File: src/rtl/blkx_pkg.sv
package blkx_pkg;
  localparam int DW = 8;

  typedef enum logic [2:0] {
    ST_IDLE,
    ST_READ,
    ST_LATCH,
    ST_WRITE,
    ST_FINISH
  } engState_t;

  typedef struct packed {
    logic load;
    logic rdEn;
    logic latch;
    logic wrEn;
    logic fin;
  } engCtl_t;
endpackage

File: src/rtl/blkx_flags.sv
module blkx_flags
  import blkx_pkg::*;
(
  input  logic          cmpMode,
  input  logic [DW-1:0] dataByte,
  input  logic [DW-1:0] accVal,
  input  logic [DW-1:0] oldFlags,
  input  logic          countLive,
  output logic [DW-1:0] newFlags,
  output logic          diffZero
);
  logic [DW-1:0] diff, adj, sum;
  logic halfBorrow;

  always_comb begin
    diff       = accVal - dataByte;
    halfBorrow = accVal[3:0] < dataByte[3:0];
    adj        = diff - DW'(halfBorrow);
    sum        = accVal + dataByte;
    diffZero   = (diff == '0);
    if (cmpMode) begin
      // S Z Y H X P N C
      newFlags = {diff[7], diffZero, adj[1], halfBorrow, adj[3], countLive, 1'b1, oldFlags[0]};
    end else begin
      newFlags = {oldFlags[7], oldFlags[6], sum[1], 1'b0, sum[3], countLive, 1'b0, oldFlags[0]};
    end
  end
endmodule

File: src/rtl/blkx_ctrl.sv
module blkx_ctrl
  import blkx_pkg::*;
(
  input  logic    clk,
  input  logic    rstN,
  input  logic    start,
  input  logic    cmpMode,
  output engCtl_t ctl,
  output logic    busy
);
  engState_t state, stateNext;

  always_ff @(posedge clk or negedge rstN) begin
    if (!rstN) state <= ST_IDLE;
    else       state <= stateNext;
  end

  always_comb begin
    ctl       = '0;
    stateNext = state;
    unique case (state)
      ST_IDLE: if (start) begin
        ctl.load  = 1'b1;
        stateNext = ST_READ;
      end
      ST_READ: begin
        ctl.rdEn  = 1'b1;
        stateNext = ST_LATCH;
      end
      ST_LATCH: begin
        ctl.latch = 1'b1;
        stateNext = cmpMode ? ST_FINISH : ST_WRITE;
      end
      ST_WRITE: begin
        ctl.wrEn  = 1'b1;
        stateNext = ST_FINISH;
      end
      ST_FINISH: begin
        ctl.fin   = 1'b1;
        stateNext = ST_IDLE;
      end
      default: stateNext = ST_IDLE;
    endcase
  end

  assign busy = (state != ST_IDLE);
endmodule

File: src/rtl/blkx_datapath.sv
module blkx_datapath
  import blkx_pkg::*;
#(
  parameter int AW = 16,
  parameter int CW = 16
) (
  input  logic          clk,
  input  logic          rstN,
  input  engCtl_t       ctl,
  input  logic          isCompare,
  input  logic          goDown,
  input  logic          repeatOp,
  input  logic [AW-1:0] hlIn,
  input  logic [AW-1:0] deIn,
  input  logic [CW-1:0] bcIn,
  input  logic [DW-1:0] accIn,
  input  logic [DW-1:0] flagsIn,
  input  logic [DW-1:0] memRData,
  output logic          cmpMode,
  output logic [AW-1:0] memAddr,
  output logic          memRd,
  output logic          memWr,
  output logic [DW-1:0] memWData,
  output logic          done,
  output logic [AW-1:0] hlOut,
  output logic [AW-1:0] deOut,
  output logic [CW-1:0] bcOut,
  output logic [DW-1:0] flagsOut,
  output logic          rewind
);
  logic [AW-1:0] hlW, deW, ptrStep;
  logic [CW-1:0] bcW, bcNext;
  logic [DW-1:0] accW, flgW, byteReg, flagNext;
  logic downW, repW, bcLive, diffZero, rewindNext;

  assign ptrStep    = downW ? {AW{1'b1}} : AW'(1);
  assign bcNext     = bcW - CW'(1);
  assign bcLive     = |bcNext;
  assign rewindNext = repW & bcLive & (~cmpMode | ~diffZero);

  blkx_flags u_flags (
    .cmpMode  (cmpMode),
    .dataByte (memRData),
    .accVal   (accW),
    .oldFlags (flgW),
    .countLive(bcLive),
    .newFlags (flagNext),
    .diffZero (diffZero)
  );

  // working copies, captured on the accepted start
  always_ff @(posedge clk or negedge rstN) begin
    if (!rstN) begin
      hlW <= '0; deW <= '0; bcW <= '0; accW <= '0; flgW <= '0;
      cmpMode <= 1'b0; downW <= 1'b0; repW <= 1'b0;
    end else if (ctl.load) begin
      hlW <= hlIn; deW <= deIn; bcW <= bcIn; accW <= accIn; flgW <= flagsIn;
      cmpMode <= isCompare; downW <= goDown; repW <= repeatOp;
    end
  end

  // results, committed when the read byte arrives
  always_ff @(posedge clk or negedge rstN) begin
    if (!rstN) begin
      byteReg <= '0; hlOut <= '0; deOut <= '0; bcOut <= '0;
      flagsOut <= '0; rewind <= 1'b0;
    end else if (ctl.latch) begin
      byteReg  <= memRData;
      hlOut    <= hlW + ptrStep;
      deOut    <= cmpMode ? deW : deW + ptrStep;
      bcOut    <= bcNext;
      flagsOut <= flagNext;
      rewind   <= rewindNext;
    end
  end

  assign memAddr  = ctl.rdEn ? hlW : deW;
  assign memWData = byteReg;
  assign memRd    = ctl.rdEn;
  assign memWr    = ctl.wrEn;
  assign done     = ctl.fin;
endmodule

File: src/rtl/blkXferEngine.sv
module blkXferEngine
  import blkx_pkg::*;
#(
  parameter int AW = 16,
  parameter int CW = 16
) (
  input  logic          clk,
  input  logic          rstN,
  input  logic          start,
  input  logic          isCompare,
  input  logic          goDown,
  input  logic          repeatOp,
  input  logic [AW-1:0] hlIn,
  input  logic [AW-1:0] deIn,
  input  logic [CW-1:0] bcIn,
  input  logic [7:0]    accIn,
  input  logic [7:0]    flagsIn,
  output logic [AW-1:0] memAddr,
  output logic          memRd,
  output logic          memWr,
  output logic [7:0]    memWData,
  input  logic [7:0]    memRData,
  output logic [AW-1:0] hlOut,
  output logic [AW-1:0] deOut,
  output logic [CW-1:0] bcOut,
  output logic [7:0]    flagsOut,
  output logic          rewind,
  output logic          busy,
  output logic          done
);
  engCtl_t ctl;
  logic cmpMode;

  blkx_ctrl u_ctrl (
    .clk(clk), .rstN(rstN), .start(start), .cmpMode(cmpMode),
    .ctl(ctl), .busy(busy)
  );

  blkx_datapath #(.AW(AW), .CW(CW)) u_dp (
    .clk(clk), .rstN(rstN), .ctl(ctl),
    .isCompare(isCompare), .goDown(goDown), .repeatOp(repeatOp),
    .hlIn(hlIn), .deIn(deIn), .bcIn(bcIn), .accIn(accIn), .flagsIn(flagsIn),
    .memRData(memRData), .cmpMode(cmpMode),
    .memAddr(memAddr), .memRd(memRd), .memWr(memWr), .memWData(memWData),
    .done(done), .hlOut(hlOut), .deOut(deOut), .bcOut(bcOut),
    .flagsOut(flagsOut), .rewind(rewind)
  );
endmodule

File: config.mk
export PLATFORM = sky130hd
export DESIGN_NAME = blkXferEngine
export DESIGN_NICKNAME = d
export VERILOG_FILES = /design/src/rtl/blkx_pkg.sv /design/src/rtl/blkx_flags.sv /design/src/rtl/blkx_ctrl.sv /design/src/rtl/blkx_datapath.sv /design/src/rtl/blkXferEngine.sv
export SDC_FILE = /design/constraint.sdc
export NUM_CORES = 1
export LEC_CHECK = 0
export ABC_AREA = 1
export BUFFER_PORTS_ARGS = -buffer_cell sky130_fd_sc_hd__buf_2
export CAP_MARGIN = 15
export CORE_ASPECT_RATIO = 1.2
export CORE_UTILIZATION = 35
export CTS_BUF_LIST = sky130_fd_sc_hd__clkbuf_4 sky130_fd_sc_hd__clkbuf_8 sky130_fd_sc_hd__clkbuf_16
export DETAILED_ROUTE_END_ITERATION = 12
export GPL_ROUTABILITY_DRIVEN = 0
export GPL_TIMING_DRIVEN = 0
export SLEW_MARGIN = 10
export SYNTH_ARGS = -nofsm -noshare
export SYNTH_HDL_FRONTEND = slang
export SYNTH_SLANG_ARGS = --single-unit
File: constraint.sdc
create_clock -name clk -period 3.2 [get_ports clk]
set_input_delay 0.32 -clock clk [delete_from_list [all_inputs] [get_ports clk]]
set_output_delay 0.32 -clock clk [all_outputs]
set_load 0.005 [all_outputs]
==> flow_summary_export.csv <==
group,metric,value,unit
run_status,status,"completed",
clock_network,clock-sinks,130,
route,wl_met2,11200,µm
synthesis,ys.warnings.count,0,
route,detail_route.wirelength,22600,µm
setup_path,cp_common_cell,"nand2_1",
die,fp.coreArea,21000,µm²
route,firstDrtPassIters,5,
setup_path,cp.depth,11,
synthesis,synth.distinct_cells,33,
layout,finalNetCount,1241,
global_routing,antenna_found_initial,4,
setup_path,worstSetupEndpoint,"u_dp.deOut[13]",
clock_network,clockRootBuffer,"clkbuf_16",
layout,fin_area,9280,µm²
timing,hold_viol_final,0,
place,placed_area,8680,µm²
setup_path,cp.required,3510,ps
layout,utilization,44.2,%
pwr,p_per_area,1210,nW/µm²
pwr,vdd_drop_max,0.519,mV
synthesis,avgSynthCellArea,7.97,µm²
timing,slew_headroom,48.3,%
clock_network,cts_inserted_buffers,17,
job,maxCapViolCount,0,
setup_path,setup.worst_path.class,"flop to flop",
route,postRouteAntennaNets,0,
clock_network,path_clk_slew,70,ps
layout,fill_cells,2127,
layout,final_cell_mix,"257 x nand2_1, 165 x buf_2, 130 x dfrtp_1, 98 x nor2_1, 97 x inv_1",
timing,finalCritPeriodShare,83.4,%
synthesis,synth.area.top_cells,"dfrtp_1 43%, nand2_1 13%, ha_1 6.7%, nor2_1 4.9%, inv_1 4.9%",
die,pin_count,163,
synthesis,netlist_instances,941,
global_routing,grt_use_total,21.5,%
clock_network,postCtsResizedCells,0,
layout,final_common_cell,"nand2_1",
setup_path,r2r_start,"u_dp.downW",
timing,worstMarginPinSlew,775,ps
global_routing,grt_overflow,0,
layout,final_layout_size_suffix_gt1_share,21.6,%
synthesis,yosysTopAreaCellShare,43.4,%
synthesis,synth-seq-cells,130,
route,routedWlPerCell,16.1,µm
synthesis,synth_ff_type,"dfrtp_1",
die,start_util,35.8,%
setup_path,slowest_delay,660,ps
synthesis,synthArstFlopShare,100,%
global_routing,grt_pass1_vias,6716,
setup_path,reg2reg_slack,530,ps
timing,skew,11.3,ps
clock_network,clockBufferDepth,2,
global_routing,grt_max_degree,77,
route,drc,0,
die,die-height,162,µm
route,viasPerCell,4.87,
die,die_width,136,µm
clock_network,post_cts_buffers,0,
setup_path,crit_family,"simple AND/OR/NAND/NOR gates",
die,dieArea,22000,µm²
layout,syn_to_final_growth,23.7,%
route,num_vias,6837,
route,drt_iter0_drc,296,
pwr,leakage,4.84,nW
place,io_buffers,157,
setup_path,endpoint_kind,"flop",
global_routing,grt_pass1_wl,35500,µm
setup_path,cp_num_buf_inv,1,
setup_path,r2r_cells,11,
setup_path,timing.rr.end,"u_dp.deOut[13]",
route,wl_met3,1040,µm
setup_path,startpoint,"u_dp.downW",
clock_network,clock_latency,430,ps
synthesis,synth_area,7500,µm²
clock_network,tritoncts,"yes",
timing,clock.fmax,374,MHz
route,top_layer,"met5",
setup_path,critPathMaxFanout,17,
synthesis,yosys.area.top_type,"dfrtp_1",
clock_network,htree_levels,4,
timing,rsz0062_at_grt,"no",
clock_network,holdBufCountCts,1,
synthesis,synth_edf_count,0,
setup_path,crit_chain,"buf_16 -> ha_1 -> nand2_1 -> o21ai_0 -> nand3_1 -> nand2_1 -> nand4_1 -> nand2_1 -> nand2_1 -> nand3_1 -> nand3_1",
route,wl_met1,9670,µm
setup_path,cp.arrival,2980,ps
synthesis,syn-num-nets,1062,
setup_path,crit_path_start_kind,"flop",
hold_path,holdCritPathClass,"input port to flop",
timing,finalSetupViolCount,0,
timing,min_period,2670,ps
timing,slew_viol_final,0,
setup_path,cpMaxStageDelayCell,"dfrtp_1",
place,hpwl,17600,µm
synthesis,yosysSeqAreaShare,43.4,%
die,num_rows,58,
report_power, final:
part	internal, W	switching (W)	total, W
Combinational	0.00249	0.00378	0.00627
Clock	0.00114	0.000774	0.00192
Sequential	0.00247	0.000605	0.00307
Total	0.00609	0.00516	0.0113
registers in the layout (all words and copies together), names as in the netlist:
register	cells
u_ctrl.state	3
u_dp.accW	8
u_dp.bcOut	16
u_dp.bcW	16
u_dp.cmpMode	1
u_dp.deOut	16
u_dp.deW	16
u_dp.downW	1
u_dp.flagsOut	8
u_dp.flgW	3
u_dp.hlOut	16
u_dp.hlW	16
u_dp.memWData	8
u_dp.repW	1
u_dp.rewind	1
metal layers:
layer	track usage (%)	vias to the layer above
met5	0	-
li1	-	3441
met1	25.8	3196
met2	36.4	154
met3	4.73	44
met4	9.65	2
final cells by class:
class	instances	area (µm²)	share of cell area, %
diodes	2	5.00	0.0539
plain buffers	27	124	1.34
clock buffers	21	474	5.11
clock inverters	11	105	1.13
inverters	100	375	4.05
multi-input cells	684	3750	40.4
flip-flops and latches	130	3250	35.1
well taps	270	338	3.64
repair buffers	160	857	9.24
cells in the mapped netlist (2+ instances only):
cell / number
a21o_1: 8
a21oi_1: 69
a31oi_1: 7
buf_2: 9
clkbuf_1: 16
dfrtp_1: 130
fa_1: 3
ha_1: 40
inv_1: 97
inv_2: 3
mux2_2: 27
nand2_1: 257
nand3_1: 44
nand3b_1: 2
nand4_1: 8
nor2_1: 98
nor2_2: 2
nor3_1: 5
o211ai_1: 3
o211ai_2: 2
o21ai_0: 66
o21bai_1: 7
o221ai_1: 2
o221ai_2: 4
or2_2: 3
xnor2_1: 9
xor2_1: 14
cells by family after synthesis:
kind of cell / synth area share (%)
flops: 43.4
compound gates: 12.9
mux: 4.05
simple gates: 22.8
xor+xnor: 2.69
fa+ha+maj: 7.48
buf+inv: 6.66
stage by stage:
stage | std cells | setup slack [ps] | hold WS, ps | TNS, ps | total power, W
2_1_floorplan | 941 | 829 | 24.4 | 0 | 0.00727
4_1_cts | 1403 | 542 | 110 | 0 | 0.0113
3_5_place_dp | 1370 | 630 | 323 | 0 | 0.00935
6_report | 1405 | 530 | 118 | 0 | 0.0113
5_1_grt | 1405 | 312 | 107 | 0 | 0.0123
3_3_place_gp | 1368 | -80.0 | 456 | -8950 | 0.00922
worst min-delay path by stage:
stage | startpoint | endpoint | cells past startpoint
floorplan | rstN | u_ctrl.state[0] | 0
global placement | u_dp.memWData[7] | u_dp.memWData[7] | 2
detailed placement | rstN | u_dp.deW[6] | 1
CTS | accIn[5] | u_dp.accW[5] | 2
global route | deIn[15] | u_dp.deW[15] | 2
finish | flagsIn[7] | u_dp.flgW[7] | 2
Power figures use the tool's default switching activity.
